<file path="src/rtl/lcdseg_pkg.sv">
package lcdseg_pkg;
    localparam int STAGES   = 38;
    localparam int DIV_BITS = 8;
    localparam int SYNC_LEN = 2;

    typedef enum logic [1:0] {
        TAP_S30 = 2'd0,
        TAP_S32 = 2'd1,
        TAP_S34 = 2'd2,
        TAP_S38 = 2'd3
    } tap_e;

    typedef enum logic {
        BP_EXTERNAL = 1'b0,
        BP_DIVIDED  = 1'b1
    } bp_src_e;

    typedef struct packed {
        logic ser_clk;
        logic ser_dat;
        logic sel_n;
        logic load;
        logic disp;
    } pins_t;

    // zero-based register index of a tap stage
    function automatic int tap_index(tap_e t);
        case (t)
            TAP_S30: return 29;
            TAP_S32: return 31;
            TAP_S34: return 33;
            default: return 37;
        endcase
    endfunction
endpackage

</file>
<file path="src/rtl/lcdseg_sync.sv">
module lcdseg_sync #(
    parameter int W   = 1,
    parameter int LEN = 2
) (
    input  logic         clk,
    input  logic         rst,
    input  logic [W-1:0] d,
    output logic [W-1:0] q
);
    logic [W-1:0] chain [LEN];

    for (genvar s = 0; s < LEN; s++) begin : g_stage
        always_ff @(posedge clk) begin
            if (rst)        chain[s] <= '0;
            else if (s == 0) chain[s] <= d;
            else            chain[s] <= chain[(s == 0) ? 0 : s-1];
        end
    end

    assign q = chain[LEN-1];
endmodule

</file>
<file path="src/rtl/lcdseg_shift.sv">
module lcdseg_shift
    import lcdseg_pkg::*;
#(
    parameter int N = STAGES
) (
    input  logic         clk,
    input  logic         rst,
    input  logic         ser_clk,
    input  logic         ser_dat,
    input  logic         sel_n,
    input  logic         load,
    input  tap_e         tap,
    output logic [N-1:0] latch_q,
    output logic         casc
);
    logic [N-1:0] sr;
    logic         ser_prev;
    logic         fall, rise;

    assign fall = ser_prev & ~ser_clk;
    assign rise = ~ser_prev & ser_clk;

    always_ff @(posedge clk) begin
        if (rst) begin
            sr       <= '0;
            latch_q  <= '0;
            casc     <= 1'b0;
            ser_prev <= 1'b0;
        end else begin
            ser_prev <= ser_clk;
            if (fall && !sel_n) sr <= {sr[N-2:0], ser_dat};
            if (rise)           casc <= sr[tap_index(tap)];
            if (load)           latch_q <= sr;
        end
    end

    p_shift_step_r1: assert property (@(posedge clk) disable iff (rst)
        (fall && !sel_n) |=> (sr[N-1:1] == $past(sr[N-2:0])));
    p_hold_deselected_r2: assert property (@(posedge clk) disable iff (rst)
        !(fall && !sel_n) |=> $stable(sr));
    p_latch_copy_r3: assert property (@(posedge clk) disable iff (rst)
        load |=> (latch_q == $past(sr)));
    p_latch_hold_r3: assert property (@(posedge clk) disable iff (rst)
        !load |=> $stable(latch_q));
    p_casc_edge_r4: assert property (@(posedge clk) disable iff (rst)
        !rise |=> $stable(casc));
    p_reset_clear_r9: assert property (@(posedge clk)
        rst |=> (sr == '0 && latch_q == '0 && !casc));
endmodule

</file>
<file path="src/rtl/lcdseg_backplane.sv">
module lcdseg_backplane
    import lcdseg_pkg::*;
#(
    parameter int BITS = DIV_BITS
) (
    input  logic    clk,
    input  logic    rst,
    input  logic    disp,
    input  bp_src_e mode,
    output logic    bp
);
    logic [BITS-1:0] cnt;
    logic            disp_prev;
    logic            disp_rise;

    assign disp_rise = disp & ~disp_prev;

    always_ff @(posedge clk) begin
        if (rst) begin
            cnt       <= '0;
            disp_prev <= 1'b0;
        end else begin
            disp_prev <= disp;
            if (disp_rise) cnt <= cnt + 1'b1;
        end
    end

    assign bp = (mode == BP_DIVIDED) ? cnt[BITS-1] : disp;

    p_div_count_r8: assert property (@(posedge clk) disable iff (rst)
        disp_rise |=> (cnt == $past(cnt) + 1'b1));
    p_div_hold_r8: assert property (@(posedge clk) disable iff (rst)
        !disp_rise |=> $stable(cnt));
endmodule

</file>
<file path="src/rtl/lcdseg_core.sv">
module lcdseg_core
    import lcdseg_pkg::*;
(
    input  logic              clk,
    input  logic              rst,
    input  logic              ser_clk,
    input  logic              ser_dat,
    input  logic              sel_n,
    input  logic              load,
    input  logic              disp_clk,
    input  logic              bp_mode,
    input  logic [1:0]        tap_sel,
    output logic [STAGES-1:0] seg,
    output logic              bp,
    output logic              casc_out
);
    pins_t raw, synced;
    logic [STAGES-1:0] latch_q;

    assign raw = '{ser_clk: ser_clk, ser_dat: ser_dat, sel_n: sel_n,
                   load: load, disp: disp_clk};

    lcdseg_sync #(.W($bits(pins_t)), .LEN(SYNC_LEN)) u_sync (
        .clk(clk), .rst(rst), .d(raw), .q(synced)
    );

    lcdseg_shift #(.N(STAGES)) u_shift (
        .clk(clk), .rst(rst),
        .ser_clk(synced.ser_clk), .ser_dat(synced.ser_dat),
        .sel_n(synced.sel_n), .load(synced.load),
        .tap(tap_e'(tap_sel)),
        .latch_q(latch_q), .casc(casc_out)
    );

    lcdseg_backplane #(.BITS(DIV_BITS)) u_bp (
        .clk(clk), .rst(rst), .disp(synced.disp),
        .mode(bp_src_e'(bp_mode)), .bp(bp)
    );

    // segment phase: lit segments run against the backplane
    for (genvar i = 0; i < STAGES; i++) begin : g_seg
        assign seg[i] = latch_q[i] ^ bp;
    end
endmodule

</file>
<file path="config.mk">
export PLATFORM = sky130hd
export DESIGN_NAME = lcdseg_core
export DESIGN_NICKNAME = d
export VERILOG_FILES = /design/src/rtl/lcdseg_pkg.sv /design/src/rtl/lcdseg_sync.sv /design/src/rtl/lcdseg_shift.sv /design/src/rtl/lcdseg_backplane.sv /design/src/rtl/lcdseg_core.sv
export SDC_FILE = /design/constraint.sdc
export NUM_CORES = 1
export LEC_CHECK = 0
export ABC_AREA = 1
export BUFFER_PORTS_ARGS = -buffer_cell sky130_fd_sc_hd__buf_2
export CAP_MARGIN = 10
export CORE_MARGIN = 4
export CORE_UTILIZATION = 60
export DETAILED_ROUTE_END_ITERATION = 6
export PLACE_DENSITY_LB_ADDON = 0.1
export SYNTH_ARGS = -nofsm -noshare
export SYNTH_HDL_FRONTEND = slang
export SYNTH_SLANG_ARGS = --single-unit
</file>
<file path="constraint.sdc">
create_clock -name clk -period 2.85 [get_ports clk]
set_input_delay 0.1425 -clock clk [delete_from_list [all_inputs] [get_ports clk]]
set_output_delay 0.1425 -clock clk [all_outputs]
set_load 0.02 [all_outputs]
</file>
# Word-level counts from Yosys, hierarchy flattened
# Memory sizes are Yosys's and may differ from the RTL's.
# Cells that the tools add are included.
# op_classes
muxes	12
magnitude_cmp	1
n_eq_ne	2
bitwise	46
n_reduce_logical	3
add_sub_neg	1
# op_table
operator	n
$mux 32	2
$xor 1x1->1	38
$lt 32x8->1 const B	1
$pmux 6 s3	1
$mux 5	2
$add 8x1->8 const B	1
$bmux 1 s6	1
$mux 1	6
$and 1x1->1	3
$not 1->1	3
$eq 2x1->1 const B	1
$eq 2x2->1 const B	1
$logic_not 2->1	1
$or 1x1->1	2
$logic_and 1x1->1	1
$logic_not 1->1	1
# word_totals
elab_cells	72
n_memories	1
output_inout_bits	40
reg_bits	87
input_bits	10
ramBits	10
# mem_list
memory	depth	word_bits	rd	rd_ports_with_merged_regs	write_ports	line	text
u_sync.chain	2	5	2	0	2	lcdseg_sync.sv:10	logic [W-1:0] chain [LEN];

# Logic depth before layout (Yosys ltp)
# Gate-level depths: netlist of run 1.
# depth
word_depth	7
mapped_depth	7
ltp_nobuf	7

# Cells and area by module
# A second synthesis of run 1 with hierarchy kept.
# hier_totals
cells_unflattened	626
hier_area_um2	4200.3
# by_module_without_submodules
module	seq_area_each_um2	cells_each	area_per_inst_um2	n_inst
lcdseg_shift	1561.5	377	2861.5	1
lcdseg_core	0.0	161	644.4	1
lcdseg_backplane	180.2	57	407.9	1
lcdseg_sync	200.2	31	286.5	1

# Worst setup path before layout of run 1
# Ideal clock, no wire load.
# synth_timing
kind	reg-to-output
start	memory u_sync.chain[1][0] (netlist bit)
end	output port seg[27]
t_required_ns	2.707
setup_slack_ns	1.460
stages_incl_launch_ff	6
arrival_ns	1.248
n_path_buf	2
cell_sequence	dfxtp_1 inv_2 o21ai_2 buf_6 buf_6 xor2_1
# synth_rtl
item	line	text
from (decl)	lcdseg_sync.sv:10	
to (decl)	lcdseg_core.sv:13	output logic [STAGES-1:0] seg,

==> results.sh, run 1 <==
export IMPL_initial_utilization=0.620
export IMPL_critPathMaxStageDelay_ps=480
export IMPL_cts_tree="done"
export IMPL_cts_inserted_buffers=9
export IMPL_p_sw_frac=0.254
export IMPL_seq_area_frac_synth=0.529
export IMPL_switching_power_w=0.000635
export IMPL_crit_fanout=26
export IMPL_postSynthCellCount=435
export IMPL_rr_worst_depth=5
export IMPL_drt_wl_total_mm=6.53
export IMPL_yosys_area_top_type="dfxtp_1"
export IMPL_finalCritPeriodShare=0.724
export IMPL_avgSynthCellArea_um2=8.43
export IMPL_yosysMostFrequentCell="dfxtp_1"
export IMPL_worstPathArrival_ps=1920
export IMPL_power_leakage_nw=1.91
export IMPL_ant_nets=0
export IMPL_dieHeight_um=86.2
export IMPL_rsz0062_at_grt="no"
export IMPL_postCtsResizedCells=0
export IMPL_path_cells="inv_2 > o21ai_4 > buf_12 > xor2_1 > buf_2"
export IMPL_netlist_area_leader_share=0.529
export IMPL_viasPerCell=5.02
export IMPL_synthArstFlopShare=0
export IMPL_crit_start="u_sync.chain[1][0]"
export IMPL_yosys_register_bits=97
export IMPL_stdcell_area_um2=4160
export IMPL_ios=50
export IMPL_path_class="flop to output port"
export IMPL_clkLatencyLatePin_ps=340
export IMPL_num_rows=28
export IMPL_p_int_w=0.00186
export IMPL_ys_top_cells_by_count="dfxtp_1, a21oi_1, o21ai_0"
export IMPL_drt_iter0_drc=95
export IMPL_globalplace_congestion=0.842
export IMPL_cpMaxStageDelayCell="o21ai_4"
export IMPL_place_area_um2=3930
export IMPL_critPathLaunchType="flop"
export IMPL_total_power_w=0.00250
export IMPL_yosysWarnings=0
export IMPL_worst_pin_slew_ps=832
export IMPL_synth_distinct_cells=19
export IMPL_fmax_mhz=485
export IMPL_whs_path_depth=2
export IMPL_min_period_ps=2060
export IMPL_io_buffers=49
export IMPL_wire_per_inst_um=11.7
export IMPL_die_x_um=86.2
export IMPL_dieArea_um2=7430
export IMPL_synth_edf_count=0
export IMPL_firstDrtPassIters=4
export IMPL_synthTopCellsByArea="dfxtp_1, a21oi_1, o21ai_0"
export IMPL_grt_start_max_net_pins=43
export IMPL_seqPwrFrac=0.578
export IMPL_synthFlopType="dfxtp_1"
export IMPL_setup_viol=0
export IMPL_dp_hpwl_mm=4.25
export IMPL_grt_pass1_wl_mm=11.5
export IMPL_comb_power_share=0.097
export IMPL_gr_usage_all_layers=0.190
export IMPL_status="finished, final reports clean"
export IMPL_hold_violations=0
export IMPL_r2r_end="u_shift.sr[28]"
export IMPL_worst_ep_required_time_ps=2710
export IMPL_synthToLayoutAreaGrowth_pct=13.4
export IMPL_max_slew_margin=0.443
export IMPL_crit_path_end_kind="output port"
export IMPL_irDropWorstVdd_mv=0.377
export IMPL_clk_pin_slew_ps=90
export IMPL_htreeDepth=3
export IMPL_drv_cap=0
export IMPL_drive_gt1_frac=0.154
export IMPL_clock_sinks=97
export IMPL_cp_endpoint="seg[14]"
export IMPL_nets=487
export IMPL_rrSetupSlack_ps=1030
export IMPL_post_cts_buffers=0
export IMPL_grt_pass1_vias=2720
export IMPL_p_per_area_nw_per_um2=600
export IMPL_synth_nets=446
export IMPL_reg2reg_from="u_sync.chain[1][4]"
export IMPL_clkPwrFrac=0.325
export IMPL_grt_ovfl_total=0
export IMPL_cts_root_buf="clkbuf_8"
export IMPL_synth_area_um2=3670
export IMPL_diodes=0
export IMPL_fin_util=0.703
export IMPL_remaining_drc_errors=0
export IMPL_antenna_found_initial=0
export IMPL_hp_class="primary input to flop"
export IMPL_core_area_um2=5920
export IMPL_clk_path_buf_depth=2
export IMPL_slew_viol_final=0
export IMPL_finClkSkew_ps=9.49
export IMPL_vias=2792
export IMPL_setup_tns_ps=0
==> per-stage QoR <==
stage	hold WS (ps)	instances	worst slack, ps
finish	140	556	787
global route	131	556	651
CTS	122	556	719
detailed placement	349	535	1060
global placement	346	535	1100
floorplan	214	435	1460
==> final cells by class <==
type	count	area, um2
clock buffers	12	155
clock inverters	4	27.5
fillers	492	1760
inverters	58	218
multi-input cells	250	1370
flip-flops and latches	97	1940
well taps	75	93.8
repair buffers	60	353
==> per-layer routing <==
layer | vias to the layer above | global-route usage | routed length [um]
met1 | 1273 | 0.229 | 3110
li1 | 1484 | - | -
met3 | 5 | 0.0361 | 188
met4 | 0 | 0.0793 | 52
met5 | - | 0 | 0
met2 | 30 | 0.333 | 3180
==> cell usage in the layout (no fill, tap or decap), drive strengths merged <==
cell and count:
o21ai 81, ha 1, dfxtp 97, nand3b 1, clkinv 1, dlygate4sd3 5, nor3 3, nand4 2
xor2 38, clkbuf 12, buf 55, o211ai 1, inv 58, clkinvlp 3, a21oi 81, nand2 15
nor2 25, nand3 2
==> worst min path at each step <==
stage / slack [ps] / to / start
3_3_place_gp: 350 / u_sync.chain[0][4] / ser_clk
3_5_place_dp: 350 / u_sync.chain[0][3] / ser_dat
6_report: 140 / u_sync.chain[0][3] / rst
2_1_floorplan: 210 / u_sync.chain[0][4] / rst
4_1_cts: 120 / u_sync.chain[1][0] / rst
5_1_grt: 130 / u_sync.chain[0][4] / rst
==> state kept, by name (all words and copies together) (netlist names) <==
register          cells
u_bp.cnt              8
u_bp.disp_prev        1
u_shift.casc          1
u_shift.latch_q      38
u_shift.ser_prev      1
u_shift.sr           38
u_sync.chain         10
==> critical path, delay by kind of cell, from the launching register on <==
family / cells / cell delay [ps]
flip-flops: 1 / 370
buffers and inverters: 3 / 530
XOR/XNOR: 1 / 170
AO/OA/AOI/OAI: 1 / 480
==> power by group through the flow <==
stage	sequential (W)	clock [W]	combinational (W)
floorplan	0.00146	0	0.000177
global placement	0.00147	0	0.000235
detailed placement	0.00147	0	0.000239
CTS	0.00144	0.000829	0.000246
global route	0.00145	0.000895	0.000273
finish	0.00144	0.000811	0.000243
==> logic make-up after synthesis <==
logic type               after synthesis  synth area share
buffers and inverters                 88            0.0992
flip-flops                            97             0.529
XOR/XNOR                              38            0.0907
AND/OR/NAND/NOR                       48            0.0532
AO/OA/AOI/OAI                        163             0.224
adder cells (fa/ha/maj)                1           0.00341
==> timing repair <==
action / 4_1_cts / 5_1_grt
hold endpoints to repair: 5 / 0
endpoints found under the setup margin: 0 / 0
hold buffers: 5 / 0
Note: power is estimated with default switching activity, not from simulation.
==> inputs of run 2 (changes only) <==
- CORE_UTILIZATION: 60 -> 56
- clock period: 2.85 -> 1.9 ns (I/O delays scaled with it)
==> run 2 against run 1 <==
Effect of this change: clock skew grew 3.7 ps; first-iteration DRC count grew 21%; via count increased by 0.90%; clock-buffer cell count shrank 3; routed wire length hardly changed; utilization down 4.6 points; critical path depth stayed put; combinational power rose by 53%; largest power group unchanged; power increased by 48%; worst hold slack got worse by 63 ps; register-to-register slack got worse by 330 ps.
==> results.sh, run 2 (same netlist as run 1, synthesis figures left out) <==
export IMPL_critPathLaunchType="flop"
export IMPL_ios=50
export IMPL_nFillCells=555
export IMPL_dieHeight_um=88.9
export IMPL_diodes=0
export IMPL_hp_class="primary input to flop"
export IMPL_grt_ovfl_total=0
export IMPL_firstDrtPassIters=4
export IMPL_drive_gt1_frac=0.158
export IMPL_grt_pass1_vias=2721
export IMPL_cts_inserted_buffers=9
export IMPL_clk_pin_slew_ps=100
export IMPL_drt_wl_total_mm=6.53
export IMPL_final_common_cell="dfxtp_1"
export IMPL_cts_tree="done"
export IMPL_post_place_ws_ps=564
export IMPL_htreeDepth=3
export IMPL_reg_largest_list="u_shift.latch_q x38, u_shift.sr x38, u_sync.chain x10"
export IMPL_vias=2817
export IMPL_hold_violations=0
export IMPL_io_buffers=49
export IMPL_setup_ws_ps=190
export IMPL_nets=488
export IMPL_clock_sinks=97
export IMPL_power_leakage_nw=1.92
export IMPL_path_class="flop to output port"
export IMPL_remaining_drc_errors=0
export IMPL_fmax_mhz=585
export IMPL_core_area_um2=6350
export IMPL_ant_nets=0
export IMPL_rr_worst_depth=6
export IMPL_globalplace_congestion=0.710
export IMPL_wire_per_inst_um=11.7
export IMPL_whs_path_depth=2
export IMPL_setup_viol=0
export IMPL_layout_common_cells="dfxtp_1, a21oi_1, o21ai_0"
export IMPL_num_rows=29
export IMPL_finClkSkew_ps=13.1
export IMPL_worst_ep_required_time_ps=1800
export IMPL_p_per_area_nw_per_um2=885
export IMPL_antenna_found_initial=0
export IMPL_viasPerCell=5.04
export IMPL_gr_usage_all_layers=0.183
export IMPL_status="finished, final reports clean"
export IMPL_clk_path_buf_depth=2
export IMPL_grt_pass1_wl_mm=11.4
export IMPL_clkLatencyLatePin_ps=360
export IMPL_synthToLayoutAreaGrowth_pct=13.7
export IMPL_slew_viol_final=0
export IMPL_grt_start_max_net_pins=63
export IMPL_dp_hpwl_mm=4.19
export IMPL_die_x_um=88.9
export IMPL_rsz0062_at_grt="no"
export IMPL_setup_tns_ps=0
export IMPL_cts_root_buf="clkbuf_8"
export IMPL_postCtsResizedCells=0
export IMPL_min_period_ps=1710
export IMPL_worstPathArrival_ps=1620
export IMPL_drv_cap=0
export IMPL_finalCritPeriodShare=0.900
export IMPL_initial_utilization=0.578
export IMPL_max_slew_margin=0.766
export IMPL_crit_fanout=18
export IMPL_irDropWorstVdd_mv=0.618
export IMPL_drt_iter0_drc=115
export IMPL_worst_pin_slew_ps=351
export IMPL_dieArea_um2=7910
export IMPL_crit_path_end_kind="output port"
-- run 2: cell count changes in the layout (fill, tap and decap cells not counted), sizes merged --
cell and change:
buf +1, clkinv +4, clkinvlp -1, clkbuf -3
-- run 2: report_power, final --
group          switching [W]  leakage, nW  internal (W)
Clock               0.000690       0.0850      0.000472
Sequential         0.0000464        0.791       0.00211
Combinational       0.000236         1.05      0.000137
Total               0.000972         1.92       0.00272
-- run 2: final cells by class --
type / count / area, um2 / area share
clock buffers: 9 / 124 / 0.0297
inverters: 58 / 218 / 0.0522
repair buffers: 61 / 373 / 0.0894
multi-input cells: 250 / 1370 / 0.328
well taps: 77 / 96.3 / 0.0231
flip-flops and latches: 97 / 1940 / 0.466
clock inverters: 7 / 47.5 / 0.0114
-- run 2: critical path, cell delays in order (launching register included) --
cell and delay (ps):
dfxtp_1 370, inv_2 70, o21ai_4 120, buf_4 300, xor2_1 200, buf_2 190
-- run 2: repair_timing --
| item | in CTS | in global routing |
|---|---|---|
| setup buffers | 0 | 0 |
| endpoints found under the hold margin | 5 | 0 |
| hold buffers | 5 | 0 |
-- run 2: path summary, 6_finish.rpt --
path / start / slack [ps] / end
worst max-delay path: u_sync.chain[1][0] / 190 / seg[31]
worst min-delay path: rst / 80 / u_sync.chain[1][1]
worst max register to register: u_bp.cnt[0] / 700 / u_bp.cnt[6]
worst min register to register: u_sync.chain[0][1] / 400 / u_sync.chain[1][1]
-- run 2: routing by layer --
layer,GRT usage,vias up,share of wire,wire [um]
li1,-,1491,-,-
met1,0.214,1273,0.47,3060
met2,0.317,43,0.48,3120
met3,0.0562,10,0.040,261
met4,0.0663,0,0.014,93
met5,0,-,0,0
-- run 2: per-stage QoR --
step / utilization / hold slack (ps) / power (W) / area, um2 / instances
finish: 0.657 / 76.1 / 0.00369 / 4170 / 559
global route: 0.657 / 77.3 / 0.00387 / 4170 / 559
CTS: 0.657 / 69.2 / 0.00373 / 4170 / 559
detailed placement: 0.622 / 304 / 0.00257 / 3950 / 538
global placement: 0.622 / 297 / 0.00257 / 3950 / 538
floorplan: - / 166 / 0.00246 / 3670 / 435
==> inputs of run 3 (changes only) <==
- GPL_TIMING_DRIVEN: unset -> 0
- RECOVER_POWER: unset -> 50
- clock period: 1.9 -> 1.75 ns (I/O delays scaled with it)
==> run 3 against run 2 <==
Effect of this change: via count increased by 5.3%; die area did not move; power grew 19%; sequential share of layout area is 1.8 points lower; setup slack worse by 95 ps; combinational power grew 17%; utilization up 2.7 points; clock-buffer cell count unchanged; flip-flop and latch count unchanged; largest cell class unchanged.
==> results.sh, run 3 (same netlist as run 1, synthesis figures left out) <==
export IMPL_drt_wl_total_mm=7.74
export IMPL_min_period_ps=1660
export IMPL_cts_root_buf="clkbuf_8"
export IMPL_drv_cap=0
export IMPL_wire_per_inst_um=13.3
export IMPL_clock_sinks=97
export IMPL_fmax_mhz=604
export IMPL_nets=515
export IMPL_dieHeight_um=88.9
export IMPL_diodes=0
export IMPL_num_rows=29
export IMPL_synthToLayoutAreaGrowth_pct=18.4
export IMPL_crit_fanout=5
export IMPL_antenna_found_initial=0
export IMPL_reg_largest_list="u_shift.latch_q x38, u_shift.sr x38, u_sync.chain x10"
export IMPL_worst_pin_slew_ps=480
export IMPL_slew_viol_final=0
export IMPL_rrSetupSlack_ps=240
export IMPL_worst_ep_required_time_ps=1660
export IMPL_p_per_area_nw_per_um2=1020
export IMPL_status="finished, final reports clean"
export IMPL_remaining_drc_errors=0
export IMPL_hp_class="primary input to flop"
export IMPL_globalplace_congestion=0.795
export IMPL_cts_inserted_buffers=9
export IMPL_critPathLaunchType="flop"
export IMPL_whs_endpoint="u_shift.casc"
export IMPL_core_area_um2=6350
export IMPL_fin_hold_ws_ps=96.6
export IMPL_grt_pass1_vias=2805
export IMPL_finalCritPeriodShare=0.946
export IMPL_r2r_end="u_shift.sr[26]"
export IMPL_finClkSkew_ps=11.6
export IMPL_max_slew_margin=0.680
export IMPL_hold_violations=0
export IMPL_clkLatencyLatePin_ps=360
export IMPL_ios=50
export IMPL_irDropWorstVdd_mv=0.603
export IMPL_htreeDepth=3
export IMPL_drive_gt1_frac=0.148
export IMPL_crit_path_end_kind="output port"
export IMPL_dp_hpwl_mm=5.30
export IMPL_grt_ovfl_total=0
export IMPL_clk_pin_slew_ps=80
export IMPL_dpl_cell_count=561
export IMPL_layout_common_cells="dfxtp_1, a21oi_1, o21ai_0"
export IMPL_gr_usage_all_layers=0.216
export IMPL_setup_viol=0
export IMPL_grt_start_max_net_pins=15
export IMPL_viasPerCell=5.09
export IMPL_min_from="tap_sel[1]"
export IMPL_cts_tree="done"
export IMPL_whs_path_depth=4
export IMPL_reg2reg_from="u_sync.chain[1][4]"
export IMPL_io_buffers=49
export IMPL_grt_pass1_wl_mm=13.2
export IMPL_vias=2966
export IMPL_firstDrtPassIters=5
export IMPL_path_class="flop to output port"
export IMPL_die_x_um=88.9
export IMPL_initial_utilization=0.578
export IMPL_power_leakage_nw=1.99
export IMPL_rsz0062_at_grt="yes"
export IMPL_ant_nets=0
export IMPL_rr_worst_depth=5
export IMPL_final_common_cell="dfxtp_1"
export IMPL_dieArea_um2=7910
export IMPL_clk_path_buf_depth=2
export IMPL_drt_iter0_drc=110
export IMPL_stdcell_count=583
export IMPL_worstPathArrival_ps=1570
[run 3: critical path, stage by stage, from the launching register on]
cell and delay, ps:
dfxtp_2 350, inv_2 60, o21ai_4 160, buf_6 150, buf_4 150, xor2_1 180
buf_4 170
[run 3: worst max path at each step]
stage	start	slack, ps	endpoint
final	u_sync.chain[1][0]	90	seg[17]
after global routing	u_sync.chain[1][0]	-30	seg[17]
after CTS	u_sync.chain[1][0]	2	seg[15]
after detailed placement	u_sync.chain[1][0]	340	seg[30]
after global placement	u_sync.chain[1][0]	380	seg[30]
after floorplan	u_sync.chain[1][0]	410	seg[27]
[run 3: area by class of cell]
type                       instances  area, um2
fill                             522       2010
clock buffer                       9        124
timing repair buffer              58        342
multi-input combinational        250       1380
tap                               77       96.3
inverter                          58        218
buffer                            30        148
clock inverter                     4       95.1
sequential                        97       1940
[run 3: per-layer routing]
| metal | GRT usage | up-vias | routed length (um) |
|---|---|---|---|
| met3 | 0.0350 | 11 | 348 |
| li1 | - | 1542 | - |
| met1 | 0.288 | 1360 | 3540 |
| met4 | 0.0893 | 0 | 127 |
| met2 | 0.350 | 53 | 3720 |
| met5 | 0 | - | 0 |
[run 3: where the power goes]
| part | internal (W) | switching, W | total (W) |
|---|---|---|---|
| registers | 0.00229 | 0.0000472 | 0.00234 |
| logic | 0.000160 | 0.000277 | 0.000437 |
| clock network | 0.000924 | 0.000712 | 0.00164 |
[run 3: timing repair]
| item | in CTS | in global routing |
|---|---|---|
| hold buffers | 7 | 0 |
| gates resized for setup | 0 | 10 |
| endpoints found under the setup margin | 10 | 36 |
| cloned | 0 | 0 |
| pin swaps | 0 | 0 |
| buffers inserted | 2 | 0 |
| endpoints found under the hold margin | 7 | 0 |
[run 3: stage by stage]
step	cell area [um2]	total power [W]	utilization	setup slack (ps)	TNS (ps)
floorplan	3670	0.00267	-	415	0
global placement	4010	0.00280	0.632	382	0
detailed placement	4010	0.00281	0.632	337	0
CTS	4310	0.00444	0.679	2.16	0
global route	4340	0.00459	0.684	-27.4	-30.0
finish	4340	0.00441	0.684	94.5	0
